## src/rtl/icon_pkg.sv

```systemverilog
package icon_pkg;
  localparam int unsigned ADDR_W       = 8;
  localparam int unsigned DATA_W       = 8;
  localparam logic [7:0]  ICON_BASE    = 8'h20;
  localparam int unsigned ICONS_PER_BK = 5;
  localparam int unsigned NUM_BANKS    = 2;
  localparam int unsigned NUM_ICONS    = ICONS_PER_BK * NUM_BANKS;
endpackage

```

## src/rtl/icon_rst_sync.sv

```systemverilog
module icon_rst_sync (
  input  logic clk,
  input  logic rst_n,
  output logic rst_n_sync
);
  logic [1:0] sync_q;

  always_ff @(posedge clk or negedge rst_n) begin
    if (!rst_n) sync_q <= 2'b00;
    else        sync_q <= {sync_q[0], 1'b1};
  end

  assign rst_n_sync = sync_q[1];
endmodule

```

## src/rtl/icon_regs.sv

```systemverilog
module icon_regs
  import icon_pkg::*;
(
  input  logic                 clk,
  input  logic                 rst_n,
  input  logic                 wr_en,
  input  logic [ADDR_W-1:0]    wr_addr,
  input  logic [DATA_W-1:0]    wr_data,
  input  logic                 clr,
  output logic [NUM_ICONS-1:0] disp_q,
  output logic [NUM_ICONS-1:0] blink_q
);
  logic [NUM_ICONS-1:0] disp_d, blink_d;
  logic [NUM_BANKS-1:0] hit_disp, hit_blink;

  for (genvar b = 0; b < NUM_BANKS; b++) begin : g_bank
    localparam logic [7:0] DISP_ADDR  = ICON_BASE + 8'(2*b);
    localparam logic [7:0] BLINK_ADDR = ICON_BASE + 8'(2*b + 1);
    assign hit_disp[b]  = wr_en && (wr_addr == DISP_ADDR);
    assign hit_blink[b] = wr_en && (wr_addr == BLINK_ADDR);

    for (genvar j = 0; j < ICONS_PER_BK; j++) begin : g_icon
      localparam int unsigned IDX = b*ICONS_PER_BK + j;
      always_comb begin
        disp_d[IDX]  = disp_q[IDX];
        blink_d[IDX] = blink_q[IDX];
        if (clr) begin
          disp_d[IDX]  = 1'b0;
          blink_d[IDX] = 1'b0;
        end else begin
          if (hit_disp[b])  disp_d[IDX]  = wr_data[ICONS_PER_BK-1-j];
          if (hit_blink[b]) blink_d[IDX] = wr_data[ICONS_PER_BK-1-j];
        end
      end
    end
  end

  always_ff @(posedge clk or negedge rst_n) begin
    if (!rst_n) begin
      disp_q  <= '0;
      blink_q <= '0;
    end else begin
      disp_q  <= disp_d;
      blink_q <= blink_d;
    end
  end

  // a clear request empties every register one cycle later
  a_r9_clear_all: assert property (@(posedge clk) disable iff (!rst_n)
    clr |=> (disp_q == '0) && (blink_q == '0));

  // a strobe that decodes to no register leaves state alone
  a_r3_no_stray_write: assert property (@(posedge clk) disable iff (!rst_n)
    (!clr && (hit_disp == '0) && (hit_blink == '0)) |=> ($stable(disp_q) && $stable(blink_q)));
endmodule

```

## src/rtl/icon_timebase.sv

```systemverilog
module icon_timebase #(
  parameter int unsigned FRAME_DIV  = 256,
  parameter int unsigned BLINK_HALF = 48
) (
  input  logic clk,
  input  logic rst_n,
  input  logic osc_en,
  output logic phase_q,
  output logic blink_on
);
  localparam int unsigned FW        = (FRAME_DIV > 1) ? $clog2(FRAME_DIV) : 1;
  localparam int unsigned BLINK_LEN = 2 * BLINK_HALF;
  localparam int unsigned BW        = $clog2(BLINK_LEN);
  localparam logic [FW-1:0] FRAME_LAST = FW'(FRAME_DIV - 1);
  localparam logic [BW-1:0] BLINK_LAST = BW'(BLINK_LEN - 1);
  localparam logic [BW-1:0] BLINK_MID  = BW'(BLINK_HALF);

  logic [FW-1:0] frame_q, frame_d;
  logic [BW-1:0] bcnt_q,  bcnt_d;
  logic          phase_d;
  logic          frame_wrap;

  assign frame_wrap = osc_en && (frame_q == FRAME_LAST);

  always_comb begin
    frame_d = frame_q;
    phase_d = phase_q;
    bcnt_d  = bcnt_q;
    if (osc_en) begin
      if (frame_wrap) begin
        frame_d = '0;
        phase_d = ~phase_q;
        bcnt_d  = (bcnt_q == BLINK_LAST) ? '0 : bcnt_q + 1'b1;
      end else begin
        frame_d = frame_q + 1'b1;
      end
    end
  end

  always_ff @(posedge clk or negedge rst_n) begin
    if (!rst_n) begin
      frame_q <= '0;
      phase_q <= 1'b0;
      bcnt_q  <= '0;
    end else if (osc_en) begin
      frame_q <= frame_d;
      phase_q <= phase_d;
      bcnt_q  <= bcnt_d;
    end
  end

  assign blink_on = (bcnt_q < BLINK_MID);

  // all timing holds still while the oscillator is off
  a_r8_frozen: assert property (@(posedge clk) disable iff (!rst_n)
    !osc_en |=> ($stable(frame_q) && $stable(phase_q) && $stable(bcnt_q)));

  // frame counter stays inside its modulus
  a_r4_frame_range: assert property (@(posedge clk) disable iff (!rst_n)
    frame_q <= FRAME_LAST);

  // blink phase only moves on a common toggle
  a_r6_blink_on_toggle: assert property (@(posedge clk) disable iff (!rst_n)
    !$stable(blink_on) |-> !$stable(phase_q));
endmodule

```

## src/rtl/icon_drive_ctrl.sv

```systemverilog
module icon_drive_ctrl
  import icon_pkg::*;
#(
  parameter int unsigned FRAME_DIV  = 256,
  parameter int unsigned BLINK_HALF = 48
) (
  input  logic                 clk,
  input  logic                 rst_n,
  input  logic                 wr_en,
  input  logic [ADDR_W-1:0]    wr_addr,
  input  logic [DATA_W-1:0]    wr_data,
  input  logic                 pwr_save,
  input  logic                 osc_en,
  input  logic                 sleep_req,
  output logic [NUM_ICONS-1:0] seg_out,
  output logic                 com_out
);
  logic                 rst_n_int;
  logic                 sleep_clr;
  logic [NUM_ICONS-1:0] disp_q, blink_q, lit;
  logic                 phase_q, blink_on;

  icon_rst_sync u_rst (
    .clk        (clk),
    .rst_n      (rst_n),
    .rst_n_sync (rst_n_int)
  );

  assign sleep_clr = sleep_req && pwr_save && !osc_en;

  icon_regs u_regs (
    .clk     (clk),
    .rst_n   (rst_n_int),
    .wr_en   (wr_en),
    .wr_addr (wr_addr),
    .wr_data (wr_data),
    .clr     (sleep_clr),
    .disp_q  (disp_q),
    .blink_q (blink_q)
  );

  icon_timebase #(
    .FRAME_DIV  (FRAME_DIV),
    .BLINK_HALF (BLINK_HALF)
  ) u_tb (
    .clk      (clk),
    .rst_n    (rst_n_int),
    .osc_en   (osc_en),
    .phase_q  (phase_q),
    .blink_on (blink_on)
  );

  always_comb begin
    lit     = disp_q & (~blink_q | {NUM_ICONS{blink_on}});
    com_out = osc_en & phase_q;
    seg_out = osc_en ? (lit ^ {NUM_ICONS{phase_q}}) : '0;
  end

  // an icon with display off never differs from the common
  a_r5_dark_in_phase: assert property (@(posedge clk) disable iff (!rst_n_int)
    ((seg_out ^ {NUM_ICONS{com_out}}) & ~disp_q) == '0);

  // idle level everywhere while the oscillator is off
  a_r8_idle_outputs: assert property (@(posedge clk) disable iff (!rst_n_int)
    !osc_en |-> (!com_out && (seg_out == '0)));
endmodule

```

## config.mk

```make
export PLATFORM = sky130hd
export DESIGN_NAME = icon_drive_ctrl
export DESIGN_NICKNAME = d
export VERILOG_FILES = /design/src/rtl/icon_pkg.sv /design/src/rtl/icon_rst_sync.sv /design/src/rtl/icon_regs.sv /design/src/rtl/icon_timebase.sv /design/src/rtl/icon_drive_ctrl.sv
export SDC_FILE = /design/constraint.sdc
export NUM_CORES = 1
export LEC_CHECK = 0
export BUFFER_PORTS_ARGS = -buffer_cell sky130_fd_sc_hd__buf_4
export CAP_MARGIN = 25
export CORE_MARGIN = 2
export CORE_UTILIZATION = 45
export DETAILED_ROUTE_END_ITERATION = 12
export GPL_TIMING_DRIVEN = 0
export PLACE_DENSITY = 0.66
export SETUP_SLACK_MARGIN = 0.1
export SLEW_MARGIN = 10
export SYNTH_ARGS = -nofsm -noshare
export SYNTH_HDL_FRONTEND = slang
export SYNTH_SLANG_ARGS = --single-unit
```

## constraint.sdc

```tcl
create_clock -name clk -period 1.3 [get_ports clk]
set_input_delay 0.13 -clock clk [delete_from_list [all_inputs] [get_ports clk]]
set_output_delay 0.13 -clock clk [all_outputs]
set_load 0.05 [all_outputs]
```

Word level (Yosys, flattened, before mapping)
Cells that the tools add are included.
Cells by class
  bitwise logic cells: 6
  $mul: 0
  divide/modulo/power cells: 0
  magnitude comparators: 1
  reduce and logical (&&, ||, !) cells: 13
  multiplexer cells: 43
  shifts and indexed selects: 0
  eq/ne operators: 6
  add/subtract/negate cells: 2
Operators by type and width (number)
  two-way mux 1 bit: 40
  equality test 8 x 6 -> 1 bit (second input constant): 4
  AND 10 bit: 1
  two-way mux 10 bit: 1
  NOT 10 bit: 1
  OR 10 bit: 1
  XOR 10 bit: 1
  adder 8 x 1 -> 8 bit (second input constant): 1
  equality test 8 bit (second input constant): 1
  two-way mux 8 bit: 1
  nonzero test 2 bit: 4
  adder 7 x 1 -> 7 bit (second input constant): 1
  equality test 7 bit (second input constant): 1
  logical AND 1 bit: 7
  < comparator 7 x 6 -> 1 bit (second input constant): 1
  two-way mux 7 bit: 1
  AND reduction 2 bit: 1
  AND 1 bit: 1
  logical NOT 1 bit: 1
  NOT 1 bit: 1
Storage, ports and cells
  word-level logic and storage cells: 79
  memory bits (writable): 0
  memories kept: 0
  input port bits: 22
  latch bits: 0
  register bits: 38
  memory bits (read-only): 0

Logic depth before layout (Yosys ltp)
Gate-level depths: netlist (run 1).
  depth in word-level cells: 5
  mapped depth: 5
  gate-level depth less buffers: 4

Modules after synthesis
A second synthesis (run 1) with hierarchy kept.
Second synthesis, totals
  cells, all modules: 194
  area, all modules: 2103.3 sq um
By module, submodules not included
  icon_regs: area an instance 955.9 sq um, instances 1, cells an instance 77
  icon_timebase: area an instance 825.8 sq um, instances 1, cells an instance 76
  icon_drive_ctrl: area an instance 267.8 sq um, instances 1, cells an instance 38
  icon_rst_sync: area an instance 53.8 sq um, instances 1, cells an instance 3

Least setup slack after synthesis (run 1)
Ideal clock, no wire load.
  kind: reg-to-output
  start point: register u_tb.bcnt_q[4]
  end point: output seg_out[0]
  cell stages (with the launch flop): 4
  arrival time: 1744 ps
  buffers on the path: 0
  required time: 1170 ps
  path slack: -574 ps
  cells stage by stage: dfrtp_1 a21o_1 a21boi_0 mux2i_1
Between the ends
  word-level cells in the longest chain between the ends: 5
RTL lines
  from (decl): RTL line icon_timebase.sv:19  | logic [BW-1:0] bcnt_q, bcnt_d;
  from (signal assigned): RTL line icon_timebase.sv:48  | bcnt_q <= bcnt_d;
  < comparator 7 x 6 -> 1 bit: RTL line icon_timebase.sv:52  | assign blink_on = (bcnt_q < BLINK_MID);
  OR 10 bit: RTL line icon_drive_ctrl.sv:54  | lit = disp_q & (~blink_q | {NUM_ICONS{blink_on}});
  AND 10 bit: RTL line icon_drive_ctrl.sv:54
  XOR 10 bit: RTL line icon_drive_ctrl.sv:56  | seg_out = osc_en ? (lit ^ {NUM_ICONS{phase_q}}) : '0;
  two-way mux 10 bit: RTL line icon_drive_ctrl.sv:56
  to (decl): RTL line icon_drive_ctrl.sv:15  | output logic [NUM_ICONS-1:0] seg_out,
Every way passes these cells.

Worst setup path in the final report (run 1)
  start point: register u_tb.bcnt_q[4]
  end point: output seg_out[9]
Same word-level chain as after synthesis.

==> results.json, run 1 <==
{
  "vias": 1575,
  "async_flop_share_pct": 100,
  "crit_family": "compound AO/OA/AOI/OAI gates",
  "grt_setup_unrepaired": "true",
  "relSlewSlack_pct": 45.7,
  "synth_area_per_cell_sq_um": 10.9,
  "p_total_mw": 2.80,
  "clock_latency_ns": 0.30,
  "violations": "setup timing",
  "period_minus_slack_ns": 1.78,
  "clkTransAtPathRegs_ns": 0.08,
  "synth_ff_type": "dfrtp_1",
  "finalInstanceArea_sq_um": 3020,
  "synth_compound_area_share_pct": 8.22,
  "synth_top_family_by_area": "simple AND/OR/NAND/NOR gates",
  "synthCells": 183,
  "worstSetupEndpointType": "output port",
  "hold_violations": 0,
  "cts_made_buffers": 5,
  "maxCapViolations": 0,
  "drive_above_1_share_pct": 50.4,
  "synthAdderAreaFrac_pct": 1.25,
  "via_per_inst": 5.43,
  "slowest_delay_ns": 0.45,
  "timing.final.ws_setup_ns": -0.478,
  "synth.distinct_cells": 41,
  "post_drt_wl_per_cell_microns": 17.2,
  "synthToLayoutAreaGrowth_pct": 51.5,
  "synth.top_cell.area_share_pct": 47.7,
  "dp_hpwl_mm": 3.26,
  "routed_wl_mm": 4.98,
  "cts.htree.levels": 2,
  "slowest_stage": "dfrtp_2",
  "core_area_sq_um": 4320,
  "seq_area_frac_synth_pct": 47.7,
  "fp-row-count": 24,
  "place_inst": 264,
  "place_congestion": 0.833,
  "crit_type": "flip-flop to output port",
  "num-nets-final": 261,
  "start_util_pct": 46.1,
  "clock-sinks": 38,
  "drc": 0,
  "cts_buffer_depth": 2,
  "tritoncts": "done",
  "synth.ff_latch_count": 38,
  "port_buffers": 29,
  "synth-xor-area-share_pct": 3.07,
  "drt_iter0_markers": 59,
  "final_cell_mix": "30 x buf_4, 30 x dfrtp_1, 28 x nand2_1, 21 x mux2i_1, 13 x buf_6",
  "yosys_warnings": 0,
  "die_h_microns": 70.6,
  "reg2reg_slack_ns": -0.07,
  "final-setup-viol-count": 13,
  "r2r_end": "u_tb.bcnt_q[6]",
  "post-synth-top-area-cell": "dfrtp_1",
  "tightest_slew_ns": 0.814,
  "cts-root-buf": "clkbuf_8",
  "grt_pass1_wl_mm": 8.30,
  "ant_nets": 0,
  "diodes": 0,
  "syn_area_sq_um": 1990,
  "critPathMaxFanout": 5,
  "grt_use_total_pct": 21.6,
  "p_per_area_nw_per_um2": 928,
  "cp_num_buf_inv": 1,
  "outcome": "finished with violations",
  "timing.final.crit_share_pct": 137,
  "cp.arrival_ns": 1.65,
  "io_pins": 33,
  "cp_cell_sequence": "a21o_4 -> a21boi_4 -> mux2i_4 -> buf_6",
  "grt_pass1_vias": 1711,
  "dieArea_sq_um": 4980,
  "grt-ovfl-total": 0,
  "clock_skew_ns": 0.0105,
  "antenna_found_initial": 0,
  "dpl_cell_area_sq_um": 2560,
  "synth-edff-count": 0,
  "critPathRequiredTime_ns": 1.17,
  "hp-class": "input port to async pin",
  "synth_nets": 207,
  "dr.pass1.iters": 4,
  "synth.area.top_cells": "dfrtp_1 48%, mux2i_1 16%, nand2_1 5.6%",
  "finalMaxSlewViolations": 0,
  "leakage_nw": 1.42,
  "worstRegToRegCells": 4,
  "reg2reg_from": "u_tb.bcnt_q[4]",
  "synth-simple-area-share_pct": 19.3,
  "grt_start_max_net_pins": 37,
  "start_kind": "flip-flop",
  "muxShareOfSynthArea_pct": 16.7,
  "die_w_microns": 70.6,
  "finalNonFillerCells": 290,
  "ir_drop_v": 0.000870,
  "fmax_mhz": 563
}
## kinds of logic (layout without fill, tap and decap cells)
kind of cell,count (synthesis),after routing
AO/OA/AOI/OAI,25,26
flip-flops,38,38
adder cells (fa/ha/maj),2,2
buffers and inverters,13,67
other,1,1
AND/OR/NAND/NOR,64,64
XOR/XNOR,7,7
multiplexers,33,33
## sequential cells by signal (all words and copies together), names as in the netlist
signal,cells
u_regs.blink_q,10
u_regs.disp_q,10
u_tb.frame_q,8
u_tb.bcnt_q,7
u_rst.sync_q,2
u_tb.phase_q,1
## cell usage after synthesis (2+ instances only)
master,instances
a21boi_0,10
a21oi_1,2
buf_2,3
buf_6,2
dfrtp_1,38
ha_1,2
inv_1,5
mux2i_1,31
nand2_1,30
nand2b_1,4
nand3_1,6
nand4_1,2
nand4_2,2
nor2_1,3
nor3_1,3
nor3_2,2
o21ai_0,5
o21ai_1,3
o31ai_1,2
or3_1,2
xnor2_1,3
xor2_1,4
## per-stage QoR
stage          utilization [%]  hold slack, ns  setup TNS (ns)  setup WS, ns
6_report                  69.9           0.142           -4.74        -0.478
5_1_grt                   69.9           0.149           -5.58        -0.515
3_3_place_gp              59.1         -0.0876          -10.54        -0.249
2_1_floorplan                -          -0.166           -1.72        -0.168
3_5_place_dp              59.1         -0.0861           -2.82        -0.252
4_1_cts                   67.8           0.142           -4.98        -0.488
## timing repair
item | CTS | global route
gates cloned | 3 | 0
pin swaps | 14 | 10
setup buffers | 10 | 5
hold endpoints to repair | 2 | 0
gates resized for setup | 38 | 19
hold buffers | 1 | 0
setup endpoints to repair | 23 | 25
## worst max path at each step
stage | startpoint | to | slack (ns) | cells after the start
2_1_floorplan | u_tb.bcnt_q[4] | seg_out[0] | -0.17 | 3
3_3_place_gp | u_tb.bcnt_q[4] | seg_out[9] | -0.25 | 4
3_5_place_dp | u_tb.bcnt_q[4] | seg_out[1] | -0.25 | 4
4_1_cts | u_tb.bcnt_q[4] | seg_out[9] | -0.49 | 4
5_1_grt | u_tb.bcnt_q[4] | seg_out[3] | -0.52 | 4
6_report | u_tb.bcnt_q[4] | seg_out[9] | -0.48 | 4
## final cells by class
class / instances / area [sq um]
fill: 332 / 1300
tap: 52 / 65.1
inverter: 5 / 21.3
clock buffer: 5 / 68.8
clock inverter: 3 / 21.3
buffer: 8 / 82.6
multi-input combinational: 133 / 1360
timing repair buffer: 46 / 439
sequential: 38 / 961
## report_power, final
part,switching [mW],leakage (nW),internal (mW)
logic,0.224,0.884,0.286
clock network,0.448,0.0441,0.377
registers,0.183,0.494,1.29
## layer usage
| metal | track usage (%) | wire [microns] | share of wire, % |
|---|---|---|---|
| met1 | 26.5 | 2060 | 41 |
| met2 | 38.7 | 2680 | 54 |
| met3 | 3.99 | 185 | 3.7 |
| met4 | 6.71 | 55 | 1.1 |
| met5 | 0 | 0 | 0 |
Note: power is estimated with default switching activity, not from simulation.
==> inputs of run 2 (changes only) <==
- CAP_MARGIN: 25 -> not set
- SETUP_SLACK_MARGIN: 0.1 -> 0.3
==> run 2 against run 1 <==
Compared with the run above:
- the run still ends with setup timing left
- sequential power is essentially flat
- clock skew shrank 0.0058 ns
- count of clock-buffer cells in the layout grew 2
- critical path type unchanged
- largest cell class unchanged
==> results.json, run 2 (synthesis gave the netlist of run 1 again) <==
{
  "outcome": "finished with violations",
  "violations": "setup timing",
  "cts-root-buf": "clkbuf_8",
  "fp-row-count": 24,
  "vias": 1625,
  "period_minus_slack_ns": 1.79,
  "grt_pass1_wl_mm": 8.49,
  "fmax_mhz": 559,
  "p_total_mw": 2.89,
  "start_kind": "flip-flop",
  "grt_setup_unrepaired": "true",
  "seq_area_sq_um": 965,
  "routed_wl_mm": 5.23,
  "drive_above_1_share_pct": 51.4,
  "dr.pass1.iters": 4,
  "cts_made_buffers": 5,
  "die_h_microns": 70.6,
  "io_pins": 33,
  "drt_iter0_markers": 108,
  "whs_ns": 0.161,
  "timing.final.crit_share_pct": 138,
  "antenna_found_initial": 0,
  "hold_violations": 0,
  "synthToLayoutAreaGrowth_pct": 57.7,
  "core_area_sq_um": 4320,
  "grt-ovfl-total": 0,
  "critPathMaxFanout": 5,
  "die_w_microns": 70.6,
  "timing.final.ws_setup_ns": -0.488,
  "ir_drop_v": 0.000785,
  "diodes": 0,
  "multi_input_area_sq_um": 1400,
  "final_util_pct": 72.7,
  "finalNonFillerCells": 295,
  "worstSetupEndpointType": "output port",
  "p_per_area_nw_per_um2": 919,
  "drc": 0,
  "crit_type": "flip-flop to output port",
  "dieArea_sq_um": 4980,
  "clock_skew_ns": 0.00462,
  "ant_nets": 0,
  "clock-sinks": 38,
  "relSlewSlack_pct": 66.3,
  "post_drt_wl_per_cell_microns": 17.7,
  "place_congestion": 0.792,
  "critPathRequiredTime_ns": 1.17,
  "grt_pass1_vias": 1694,
  "tritoncts": "done",
  "grt_start_max_net_pins": 37,
  "hp-class": "input port to async pin",
  "clock_latency_ns": 0.29,
  "port_buffers": 29,
  "grt_use_total_pct": 21.7,
  "finalMaxSlewViolations": 0,
  "cp.arrival_ns": 1.66,
  "cts_buffer_depth": 2,
  "place_inst": 264,
  "clkTransAtPathRegs_ns": 0.08,
  "via_per_inst": 5.51,
  "dp_hpwl_mm": 3.10,
  "final_cell_mix": "29 x dfrtp_1, 28 x buf_4, 27 x nand2_1, 21 x mux2i_1, 20 x buf_6",
  "start_util_pct": 46.1,
  "tightest_slew_ns": 0.506,
  "cts.htree.levels": 2,
  "reg_top3": "u_regs.blink_q (10), u_regs.disp_q (10), u_tb.frame_q (8)",
  "fill_cells": 308,
  "num-nets-final": 266,
  "final-setup-viol-count": 15,
  "final_common_cell": "dfrtp_1",
  "maxCapViolations": 0,
  "leakage_nw": 1.46
}
run 2: cell types whose count changed in the layout (fill, tap and decap cells not counted), moves of 2 or more:
cell / previous run / this run
o21ai_1: 4 / 2
buf_6: 13 / 20
buf_4: 30 / 28
o21ai_4: 0 / 2
clkbuf_8: 5 / 7
run 2: path summary, 6_finish.rpt:
check	cells after the start	start	endpoint	slack [ns]
worst max-delay path	4	u_tb.bcnt_q[5]	seg_out[0]	-0.49
worst min-delay path	2	rst_n	u_rst.sync_q[0]	0.16
worst max register to register	4	u_tb.bcnt_q[4]	u_tb.bcnt_q[6]	-0.04
worst min register to register	0	u_rst.sync_q[1]	u_tb.bcnt_q[2]	0.29
max in group asynchronous	0	u_rst.sync_q[1]	u_tb.frame_q[3]	0.64
min in group clk	3	wr_data[2]	u_regs.disp_q[7]	0.17
run 2: area by class of cell:
cell class	count	area share [%]
multi-input combinational	133	44.5
sequential	38	30.7
timing repair buffer	51	16.3
buffer	8	2.87
clock buffer	7	2.75
tap	52	2.07
inverter	5	0.716
clock inverter	1	0.159
run 2: critical path, stage by stage (launching register included):
cell	delay, ns
dfrtp_2	0.46
a21o_4	0.28
a21boi_4	0.19
mux2i_4	0.25
buf_6	0.18
run 2: metal layers:
layer,share of wire [%],global-route usage (%),wire length [microns]
met1,42,27.5,2210
met5,0,0,0
met2,53,37.3,2770
met4,1.9,6.92,98
met3,2.8,4.56,149
run 2: power by group:
part | internal (mW) | switching [mW]
logic | 0.337 | 0.238
clock network | 0.428 | 0.416
registers | 1.29 | 0.183
run 2: timing repair:
action,in CTS,in global routing
endpoints found under the setup margin,28,63
gates cloned,3,1
setup buffers,14,4
hold buffers,1,0
hold endpoints to repair,2,0
pin swaps,12,11
gates resized for setup,41,15
run 2: metrics by stage:
stage                     area (sq um)  TNS [ns]  setup WS (ns)
after floorplan                   2330     -1.70         -0.168
after global placement            2610     -2.43         -0.236
after detailed placement          2610     -2.51         -0.236
after CTS                         3010     -5.10         -0.496
after global routing              3140     -5.88         -0.538
final                             3140     -4.95         -0.488
==> inputs of run 3 (changes only) <==
- RECOVER_POWER: not set -> 25
==> run 3 against run 2 <==
Compared with the run above:
- the flow still finishes with violations (setup timing)
- die area did not move
- hold slack worse by 0.0027 ns
- count of clock-buffer cells in the layout stayed put
- via count grew 0.31%
- critical path depth stayed put
==> results.json, run 3 (synthesis gave the netlist of run 1 again) <==
{
  "outcome": "finished with violations",
  "violations": "setup timing",
  "dieArea_sq_um": 4980,
  "start_util_pct": 46.1,
  "cts_made_buffers": 5,
  "grt_start_max_net_pins": 37,
  "finalMaxSlewViolations": 0,
  "p_int_mw": 2.05,
  "period_minus_slack_ns": 1.79,
  "timing.final.ws_setup_ns": -0.489,
  "leakage_nw": 1.46,
  "routed_wl_mm": 5.22,
  "final-setup-viol-count": 15,
  "drc": 0,
  "crit_family": "compound AO/OA/AOI/OAI gates",
  "start_kind": "flip-flop",
  "hp-class": "input port to async pin",
  "post_drt_wl_per_cell_microns": 17.7,
  "grt_setup_unrepaired": "true",
  "antenna_found_initial": 0,
  "tightest_slew_ns": 0.806,
  "crit_type": "flip-flop to output port",
  "critPathMaxFanout": 5,
  "critPathRequiredTime_ns": 1.17,
  "cp_num_buf_inv": 1,
  "ant_nets": 0,
  "cp.arrival_ns": 1.66,
  "clkTransAtPathRegs_ns": 0.08,
  "dp_hpwl_mm": 3.10,
  "vias": 1630,
  "final_common_cell": "dfrtp_1",
  "ir_drop_v": 0.000785,
  "via_per_inst": 5.53,
  "tritoncts": "done",
  "num-nets-final": 266,
  "cp_cell_sequence": "a21o_4 -> a21boi_4 -> mux2i_4 -> buf_6",
  "swShare_pct": 29.0,
  "reg_top3": "u_regs.blink_q (10), u_regs.disp_q (10), u_tb.frame_q (8)",
  "diodes": 0,
  "synthToLayoutAreaGrowth_pct": 57.3,
  "cts-root-buf": "clkbuf_8",
  "die_w_microns": 70.6,
  "tns_ns": -4.96,
  "clock_latency_ns": 0.29,
  "dpl_cell_area_sq_um": 2610,
  "seqPwrFrac_pct": 50.9,
  "cts.htree.levels": 2,
  "grt-ovfl-total": 0,
  "slowest_stage": "dfrtp_2",
  "p_per_area_nw_per_um2": 920,
  "clock-sinks": 38,
  "grt_use_total_pct": 21.7,
  "relSlewSlack_pct": 46.3,
  "die_h_microns": 70.6,
  "pwr-share-clk_pct": 29.2,
  "worstSetupEndpointType": "output port",
  "drive_above_1_share_pct": 51.0,
  "io_pins": 33,
  "maxCapViolations": 0,
  "hold_violations": 0,
  "clock_skew_ns": 0.00455,
  "grt_pass1_wl_mm": 8.49,
  "whs_ns": 0.159,
  "drt_iter0_markers": 108,
  "power_switching_mw": 0.837,
  "place_congestion": 0.792,
  "timing.final.crit_share_pct": 138,
  "p_comb_share_pct": 19.9,
  "final_cell_mix": "29 x dfrtp_1, 27 x buf_4, 27 x nand2_1, 21 x mux2i_1, 20 x buf_6",
  "cts_buffer_depth": 2,
  "core_area_sq_um": 4320,
  "grt_pass1_vias": 1694,
  "port_buffers": 29,
  "fp-row-count": 24,
  "dr.pass1.iters": 4,
  "fmax_mhz": 559,
  "finalInstanceArea_sq_um": 3140,
  "slowest_delay_ns": 0.45
}
[run 3: cell types whose count changed in the layout (fill, tap and decap cells not counted)]
cell / delta
dfrtp_4: -1
buf_4: -1
clkbuf_1: +1
dfrtp_2: +1
[run 3: area by class of cell]
cell class | count | area, sq um
repair buffers | 51 | 508
flip-flops and latches | 38 | 962
inverters | 5 | 22.5
multi-input cells | 133 | 1400
well taps | 52 | 65.1
plain buffers | 8 | 90.1
fillers | 311 | 1190
clock inverters | 1 | 5.00
clock buffers | 7 | 86.3
[run 3: timing repair]
action	4_1_cts	5_1_grt
setup endpoints to repair	28	63
cloned	3	1
hold buffers	1	0
pin swaps	12	11
endpoints found under the hold margin	2	0
buffers inserted	14	4
resized for setup	41	15
[run 3: routing by layer]
| metal | wire length (microns) | up-vias | GRT usage (%) | share of wire (%) |
|---|---|---|---|---|
| li1 | - | 763 | - | - |
| met1 | 2200 | 819 | 27.5 | 42 |
| met2 | 2740 | 33 | 37.3 | 53 |
| met3 | 157 | 15 | 4.56 | 3.0 |
| met4 | 123 | 0 | 6.92 | 2.4 |
| met5 | 0 | - | 0 | 0 |
[run 3: power by group through the flow]
stage               Sequential (mW)  Clock [mW]  Combinational [mW]
global placement               1.48           0               0.359
CTS                            1.46       0.874               0.532
detailed placement             1.49           0               0.377
finish                         1.47       0.843               0.574
floorplan                      1.46           0               0.284
global route                   1.48       0.931               0.623
[run 3: per-stage QoR]
stage	worst slack, ns	util (%)	instances	total power, mW
2_1_floorplan	-0.168	-	183	1.74
3_3_place_gp	-0.236	60.4	264	1.84
3_5_place_dp	-0.236	60.4	264	1.87
4_1_cts	-0.496	69.7	290	2.86
5_1_grt	-0.538	72.6	295	3.04
6_report	-0.489	72.6	295	2.89
[run 3: final timing paths]
kind	from	endpoint	slack, ns	cells after the start
max	u_tb.bcnt_q[4]	seg_out[0]	-0.49	4
min	rst_n	u_rst.sync_q[0]	0.16	2
max reg2reg	u_tb.bcnt_q[4]	u_tb.bcnt_q[6]	-0.05	4
min reg2reg	u_rst.sync_q[1]	u_tb.bcnt_q[2]	0.36	0
max in group asynchronous	u_rst.sync_q[1]	u_tb.frame_q[3]	0.37	0
min in group clk	wr_data[2]	u_regs.disp_q[7]	0.17	3
